--- config.mk ---
export PLATFORM = sky130hd
export DESIGN_NAME = stream_issue_sched
export DESIGN_NICKNAME = d
export VERILOG_FILES = /design/src/rtl/sis_pkg.sv /design/src/rtl/sis_outst_counter.sv /design/src/rtl/sis_rr_pick.sv /design/src/rtl/stream_issue_sched.sv
export SDC_FILE = /design/constraint.sdc
export NUM_CORES = 2
export LEC_CHECK = 0
export ABC_AREA = 1
export BUFFER_PORTS_ARGS = -buffer_cell sky130_fd_sc_hd__buf_2
export CELL_PAD_IN_SITES_DETAIL_PLACEMENT = 0
export CELL_PAD_IN_SITES_GLOBAL_PLACEMENT = 1
export CORE_AREA = 2 2 449 451
export CTS_CLUSTER_DIAMETER = 80
export DETAILED_ROUTE_END_ITERATION = 8
export DIE_AREA = 0 0 451 453
export GPL_ROUTABILITY_DRIVEN = 1
export PLACE_DENSITY = 0.52
export SLEW_MARGIN = 10
export SYNTH_ARGS = -nofsm -noshare
export SYNTH_HDL_FRONTEND = slang
export SYNTH_HIERARCHICAL = 1
export SYNTH_SLANG_ARGS = --single-unit
--- constraint.sdc ---
create_clock -name clk -period 18.45 [get_ports clk]
set_clock_uncertainty 0.2 [all_clocks]
set_input_delay 3.69 -clock clk [delete_from_list [all_inputs] [get_ports clk]]
set_output_delay 3.69 -clock clk [all_outputs]
set_load 0.1 [all_outputs]
--- src/rtl/sis_pkg.sv ---
package sis_pkg;
  // Next position in a ring of n slots.
  function automatic int ring_next(input int v, input int n);
    return (v >= n - 1) ? 0 : v + 1;
  endfunction
endpackage

--- src/rtl/sis_outst_counter.sv ---
// Per-stream in-flight memory request counter, saturating at MAXC.
module sis_outst_counter #(
  parameter int MAXC = 8,
  parameter int CW   = $clog2(MAXC + 1)
) (
  input  logic          clk,
  input  logic          rst_n,
  input  logic          inc,
  input  logic          dec,
  output logic          at_cap,
  output logic [CW-1:0] cnt
);
  localparam logic [CW-1:0] CAP = CW'(MAXC);

  always_ff @(posedge clk) begin
    if (!rst_n) begin
      cnt <= '0;
    end else if (inc && dec) begin
      cnt <= cnt;                          // simultaneous pair cancels
    end else if (inc && cnt != CAP) begin
      cnt <= cnt + 1'b1;                   // issue dropped at cap
    end else if (dec && cnt != '0) begin
      cnt <= cnt - 1'b1;                   // completion dropped at zero
    end
  end

  assign at_cap = (cnt == CAP);
endmodule

--- src/rtl/sis_rr_pick.sv ---
// Rotating-priority picker: lowest candidate at or above ptr, else lowest overall.
module sis_rr_pick #(
  parameter int N   = 128,
  parameter int IDW = $clog2(N)
) (
  input  logic [N-1:0]   cand,
  input  logic [IDW-1:0] ptr,
  output logic           any,
  output logic [IDW-1:0] sel
);
  logic [N-1:0]   upper;
  logic [IDW-1:0] sel_up;
  logic [IDW-1:0] sel_all;

  always_comb begin
    for (int i = 0; i < N; i++) begin
      upper[i] = cand[i] && (IDW'(i) >= ptr);
    end
  end

  always_comb begin
    sel_up  = '0;
    sel_all = '0;
    for (int i = N - 1; i >= 0; i--) begin
      if (upper[i]) sel_up  = IDW'(i);
      if (cand[i])  sel_all = IDW'(i);
    end
  end

  assign any = |cand;
  // wrap to the bottom only when nothing sits at or above the pointer
  assign sel = !any ? '0 : ((|upper) ? sel_up : sel_all);
endmodule

--- src/rtl/stream_issue_sched.sv ---
module stream_issue_sched #(
  parameter int NUM_STREAMS = 128,
  parameter int MAX_OUTST   = 8,
  localparam int IDW        = $clog2(NUM_STREAMS),
  localparam int CW         = $clog2(MAX_OUTST + 1)
) (
  input  logic                   clk,
  input  logic                   rst_n,
  input  logic [NUM_STREAMS-1:0] strm_ready,
  input  logic [NUM_STREAMS-1:0] strm_blocked,
  input  logic                   mem_issue_vld,
  input  logic [IDW-1:0]         mem_issue_id,
  input  logic                   mem_done_vld,
  input  logic [IDW-1:0]         mem_done_id,
  output logic                   grant_vld,
  output logic [IDW-1:0]         grant_id
);
  logic [NUM_STREAMS-1:0]    at_cap;
  logic [NUM_STREAMS-1:0]    cand;
  logic [NUM_STREAMS*CW-1:0] outst_flat;
  logic [IDW-1:0]            rr_ptr;
  logic                      pick_any;
  logic [IDW-1:0]            pick_sel;

  for (genvar g = 0; g < NUM_STREAMS; g++) begin : g_cnt
    logic inc_g;
    logic dec_g;
    assign inc_g = mem_issue_vld && (mem_issue_id == IDW'(g));
    assign dec_g = mem_done_vld  && (mem_done_id  == IDW'(g));
    sis_outst_counter #(.MAXC(MAX_OUTST), .CW(CW)) u_cnt (
      .clk    (clk),
      .rst_n  (rst_n),
      .inc    (inc_g),
      .dec    (dec_g),
      .at_cap (at_cap[g]),
      .cnt    (outst_flat[g*CW +: CW])
    );
  end

  // candidacy
  assign cand = strm_ready & ~strm_blocked & ~at_cap;

  sis_rr_pick #(.N(NUM_STREAMS), .IDW(IDW)) u_pick (
    .cand (cand),
    .ptr  (rr_ptr),
    .any  (pick_any),
    .sel  (pick_sel)
  );

  assign grant_vld = pick_any;
  assign grant_id  = pick_sel;

  // pointer moves past the winner, holds when idle
  always_ff @(posedge clk) begin
    if (!rst_n) begin
      rr_ptr <= '0;
    end else if (pick_any) begin
      rr_ptr <= IDW'(sis_pkg::ring_next(int'(pick_sel), NUM_STREAMS));
    end
  end
endmodule

After elaboration in Yosys (flattened, before gate mapping)
Cells that the tools add are included.

storage, ports and cells
  bits of input ports = 274
  word-level logic and storage cells = 2828
  output and inout port bits = 8
  bits in registers = 519

operators by class
  order comparisons = 129
  reduce and logical (&&, ||, !) cells = 1156
  muxes and demuxes = 515
  equality and inequality tests = 510
  add/sub/neg operators = 257
  bitwise operators = 132

operator list
  operator                                                               count
  7-bit 2-to-1 mux                                                       259
  4-bit 2-to-1 mux                                                       256
  7-bit == test (second input constant)                                  128
  1-bit logical AND                                                      768
  4-bit by 1-bit adder with 4-bit output (second input constant)         128
  4-bit == test (second input constant)                                  128
  4-bit != test (second input constant)                                  128
  4-bit nonzero test                                                     128
  4-bit by 1-bit subtractor with 4-bit output (second input constant)    128
  7-bit by 6-bit == test with 1-bit output (second input constant)       64
  7-bit >= comparator (first input constant)                             64
  128-bit bitwise AND                                                    2
  128-bit NOT                                                            2
  2-bit AND reduction                                                    128
  2-bit nonzero test                                                     128
  128-bit OR reduction                                                   2
  7-bit by 5-bit == test with 1-bit output (second input constant)       32
  6-bit by 7-bit >= comparator with 1-bit output (first input constant)  32
  1-bit NOT                                                              128
  7-bit by 4-bit == test with 1-bit output (second input constant)       16
  5-bit by 7-bit >= comparator with 1-bit output (first input constant)  16
  7-bit by 3-bit == test with 1-bit output (second input constant)       8
  4-bit by 7-bit >= comparator with 1-bit output (first input constant)  8
  7-bit by 2-bit == test with 1-bit output (second input constant)       4
  other kinds (7)                                                        14

Logic depth before layout (Yosys ltp)
  depth after elaboration = 136
  mapped depth = 140
  gate-level depth less buffers = 140

Modules after synthesis
The synthesis kept the hierarchy.

by module, submodules not included
  module              area each (µm²)  cells each  times used  sequential area each (µm²)
  sis_outst_counter   321.6            45          128         80.1
  sis_rr_pick         5363.9           1262        1           0.0
  stream_issue_sched  3042.9           620         1           140.1

Worst setup path before layout
Ideal clock, no wire load.

  path type = input-to-output
  from = input strm_blocked[127]
  to = output grant_id[0]
  path buffers = 0
  path slack = 3.882 ns
  arrival = 10.678 ns
  required time = 14.560 ns
  cell stages on the path = 127
  cell sequence = nor3b_1 nand2_1 nand2_1 nand2_1 nand2_1 nand2_1 nand2_1 nand2_1 nand2_1 nand2_1 nand2_1 nand2_1 nand2_1 nand2_1 nand2_1 nand2_1 nand2_1 nand2_1 (+91 left out) nand2_1 nand2_1 nand2_1 nand2_1 nand2_1 nand2_1 nand2_1 nand2_1 nand2_1 nand2_1 nand2_1 nand2_1 nand2_1 nand2_1 nand2_1 nand2_1 nand2_1 a21oi_2

between the ends
  word-level cells in the longest chain between the ends = 134
  elaborated cells on any way between the ends = 264
  classes of those cells = 258 x mux; 3 x bitwise; 3 x reduce/logical

RTL lines
  what                                RTL line                  source
  start, declared                     stream_issue_sched.sv:10  input logic [NUM_STREAMS-1:0] strm_blocked,
  128-bit NOT *                       stream_issue_sched.sv:41  assign cand = strm_ready & ~strm_blocked & ~at_cap;
  128-bit bitwise AND * (2 in a row)  stream_issue_sched.sv:41
  1-bit logical AND                   sis_rr_pick.sv:17         upper[i] = cand[i] && (IDW'(i) >= ptr);
  7-bit 2-to-1 mux (128 in a row)     sis_rr_pick.sv:25         if (upper[i]) sel_up = IDW'(i);
  7-bit 2-to-1 mux                    sis_rr_pick.sv:32         assign sel = !any ? '0 : ((|upper) ? sel_up : sel_all);
  7-bit 2-to-1 mux *                  sis_rr_pick.sv:32
  end, declared                       stream_issue_sched.sv:16  output logic [IDW-1:0] grant_id

Mark *: on every way between the ends. The rest lies on a longest branch, timed or not.

Final worst setup path
  from = input strm_blocked[125]
  to = output grant_id[0]

between the ends
  word-level cells in the longest chain between the ends = 132
  elaborated cells on any way between the ends = 260
  classes of those cells = 254 x mux; 3 x bitwise; 3 x reduce/logical

RTL lines
  what                                RTL line                  source
  128-bit NOT *                       stream_issue_sched.sv:41
  128-bit bitwise AND * (2 in a row)  stream_issue_sched.sv:41
  net cand[125]                       stream_issue_sched.sv:19  logic [NUM_STREAMS-1:0] cand;
  1-bit logical AND                   sis_rr_pick.sv:17
  7-bit 2-to-1 mux (126 in a row)     sis_rr_pick.sv:25
  7-bit 2-to-1 mux                    sis_rr_pick.sv:32
  7-bit 2-to-1 mux *                  sis_rr_pick.sv:32

Mark *: on every way through the listed nets, which the timed path passes. The rest lies on a longest branch.

==> flow_summary.toml <==
[detailed_routing]
ant_nets = 0
wire_per_inst_um = 17.2
wl_um = 185000
detailed_routing_iterations_pass_1 = 6
route.vias.total = 48000
drt_iter0_drc = 2475
detail_route.drc_violations = 0
viasPerCell = 4.46

[layout]
finish.net_count = 8693
postLayoutCoreUtil_pct = 28.8
area_growth_syn_to_layout_pct = 15.9
drive_gt1_share_pct = 19.4

[worst_hold_path]
holdCritPathClass = "reg -> reg"
whs_path_depth = 3

[global_routing]
number_of_global_route_vias_before_repair = 46000
grt.overflow.total = 0
grt.total_usage_pct = 17.8
grt_first_pass_wirelength_um = 279000
antenna_violations_before_repair = 20
grt_max_degree = 129

[timing]
fmax_mhz = 64.5
finalWorstPathRequiredPeriod_ps = 15490
totalNegativeSetupSlack_ps = 0
timing.final.hold_violations = 0
min_period_over_period_pct = 84.0
setup_viol = 0
tightest_slew_ps = 1140
max-slew-margin-rel_pct = 23.5
maxSlewViolCount = 0
grt_setup_unrepaired = "no"

[clock_tree]
clock_tree.buffer_depth = 3
htree_levels = 3
cts_setup_buffers = 0
tritoncts.num_buffers = 78
cts_tree = "done"
post_cts_hold_buffer_count = 0
cts.clk_slew.worst_paths_ps = 50
ctsRootBufferMaster = "sky130_fd_sc_hd__clkbuf_16"
post_cts_resize_count = 0
insertion_delay_ps = 670
cts.sink_count = 519

[pwr]
static_leakage_nw = 24.2
p_per_area_nw_per_um2 = 57.5
power.ir.vdd_worst_mv = 0.0499

[yosys]
synth.yosys.seq_area_share_pct = 21.0
top_reg_cell_synth = "sky130_fd_sc_hd__dfxtp_1"
synthTopCellsByArea = "sky130_fd_sc_hd__dfxtp_1, sky130_fd_sc_hd__nand2_1, sky130_fd_sc_hd__nand2_4"
async_flop_share_pct = 0
netlist_area_um2 = 49600
yosys.area.top_type = "sky130_fd_sc_hd__dfxtp_1"
yosysWarnings = 6
syn_area_per_cell_um2 = 6.49
yosysUniqueCellTypes = 43
post_synth_inst_count = 7642
synth-edff-count = 0
mappedNetlistNets = 8301
yosysTopAreaCellShare_pct = 21.0
synth-seq-cells = 519

[floorplanning]
core_area_um2 = 199000
height_of_the_chip_um = 453
die_area_um2 = 204000
floorplan.initialDensity_pct = 24.9
rows = 164
boundaryPins = 282
floorplan.die.width_um = 451

[critical_path]
worstSetupStartpointType = "primary input"
critical_path_maximum_fanout = 4
library_cell_appearing_most_often_on_the_critical_path = "sky130_fd_sc_hd__nand2_1"
largest_delay_contributor_family_on_the_critical_path = "simple AND/OR/NAND/NOR gates"
crit_required_ps = 14560
crit_slowest_cell = "sky130_fd_sc_hd__nor3b_1"
max_incr_delay_on_cp_ps = 570
crit_arrival_ps = 11600
crit_path_end_kind = "output pin"
path_buf_inv = 2
crit_type = "in -> out"
worst-r2r-cell-count = 130
crit_cells = 129

[placement]
gpl.final_weighted_congestion = 0.897
place_hpwl_um = 150000
port_buffers = 281

[flow_run]
timing.max_cap.violations = 0

[status]
run_status = "finished clean"
==> final cells by class <==
type | count | area (um^2)
fill | 21900 | 142000
multi-input combinational | 6373 | 36500
sequential | 519 | 10400
tap | 2656 | 3320
inverter | 718 | 2700
clock buffer | 115 | 2320
timing repair buffer | 344 | 1900
clock inverter | 25 | 303
antenna | 5 | 12.5
==> layer usage <==
layer	global-route usage, %	wire (um)	vias up
li1	-	-	25200
met1	21.5	80400	21900
met2	32.9	93800	635
met3	1.67	5240	198
met4	5.77	5690	6
met5	0	37	-
==> cells in the mapped netlist, drive strengths merged, types with 19 or more instances <==
| library cell | number |
|---|---|
| nor3 | 33 |
| o211ai | 21 |
| buf | 24 |
| fa | 128 |
| nand3 | 316 |
| nand4 | 21 |
| or2 | 129 |
| a21oi | 562 |
| a211oi | 19 |
| dfxtp | 519 |
| nand2 | 2481 |
| nor2 | 1665 |
| ha | 257 |
| nor3b | 130 |
| xor2 | 129 |
| o21ai | 440 |
| inv | 715 |
==> registers in the layout, summed over array words and instances, names as in the netlist <==
| signal | flops |
|---|---|
| rr_ptr | 7 |
| g_cnt.u_cnt/cnt | 512 |
==> worst paths after layout <==
path	startpoint	end	slack, ps
worst max register to register	rr_ptr[4]	rr_ptr[0]	8820
worst min-delay path	g_cnt[4].u_cnt/cnt[3]	g_cnt[4].u_cnt/cnt[3]	330
worst min register to register	g_cnt[4].u_cnt/cnt[3]	g_cnt[4].u_cnt/cnt[3]	330
worst max-delay path	strm_blocked[125]	grant_id[0]	2960
==> layout by cell type (no fill, tap or decap), types with 19 or more instances in the layout <==
| cell | instances |
|---|---|
| sky130_fd_sc_hd__buf_2 | 279 |
| sky130_fd_sc_hd__nand2_2 | 133 |
| sky130_fd_sc_hd__inv_1 | 696 |
| sky130_fd_sc_hd__nor3b_2 | 38 |
| sky130_fd_sc_hd__nor3_1 | 33 |
| sky130_fd_sc_hd__nand3_1 | 313 |
| sky130_fd_sc_hd__o21ai_0 | 435 |
| sky130_fd_sc_hd__inv_2 | 19 |
| sky130_fd_sc_hd__or2_0 | 128 |
| sky130_fd_sc_hd__nand2_1 | 1962 |
| sky130_fd_sc_hd__buf_4 | 63 |
| sky130_fd_sc_hd__a21oi_1 | 561 |
| sky130_fd_sc_hd__nor2_1 | 1146 |
| sky130_fd_sc_hd__ha_1 | 257 |
| sky130_fd_sc_hd__clkbuf_16 | 81 |
| sky130_fd_sc_hd__a211oi_1 | 19 |
| sky130_fd_sc_hd__dfxtp_1 | 519 |
| sky130_fd_sc_hd__nor2_2 | 517 |
| sky130_fd_sc_hd__nor3b_1 | 92 |
| sky130_fd_sc_hd__nand2_4 | 386 |
| sky130_fd_sc_hd__o211ai_1 | 21 |
| sky130_fd_sc_hd__xor2_1 | 129 |
| sky130_fd_sc_hd__fa_1 | 128 |
| sky130_fd_sc_hd__nand4_1 | 21 |
==> metrics by stage <==
stage | setup slack (ps) | cell area [um^2] | power (mW) | hold slack (ps) | std cells
2_1_floorplan | 3880 | 49600 | 1.50 | 246 | 7642
3_3_place_gp | 2770 | 54800 | 1.78 | 318 | 10600
3_5_place_dp | 2900 | 54800 | 1.77 | 322 | 10600
4_1_cts | 2850 | 57500 | 3.39 | 335 | 10800
5_1_grt | 1420 | 57500 | 3.47 | 354 | 10800
6_report | 2960 | 57500 | 3.31 | 334 | 10800
==> worst register-to-register path, delay by kind of cell, from the launching register on <==
family	cells	cell delay, ps
buf+inv	2	520
fa+ha+maj	1	230
flops	1	810
simple gates	124	7110
compound gates	3	610
==> logic make-up after synthesis <==
logic type,share of synthesized area [%]
xor+xnor,2.28
flops,21.0
compound gates,11.1
fa+ha+maj,11.7
buf+inv,5.80
simple gates,48.2
==> power by group <==
part / total [mW] / leakage (nW) / internal, mW / switching, mW
clock network: 1.56 / 1.29 / 0.954 / 0.611
registers: 1.15 / 4.18 / 1.13 / 0.0164
logic: 0.595 / 18.7 / 0.157 / 0.438
No activity file was read; power rests on OpenSTA's default activity.
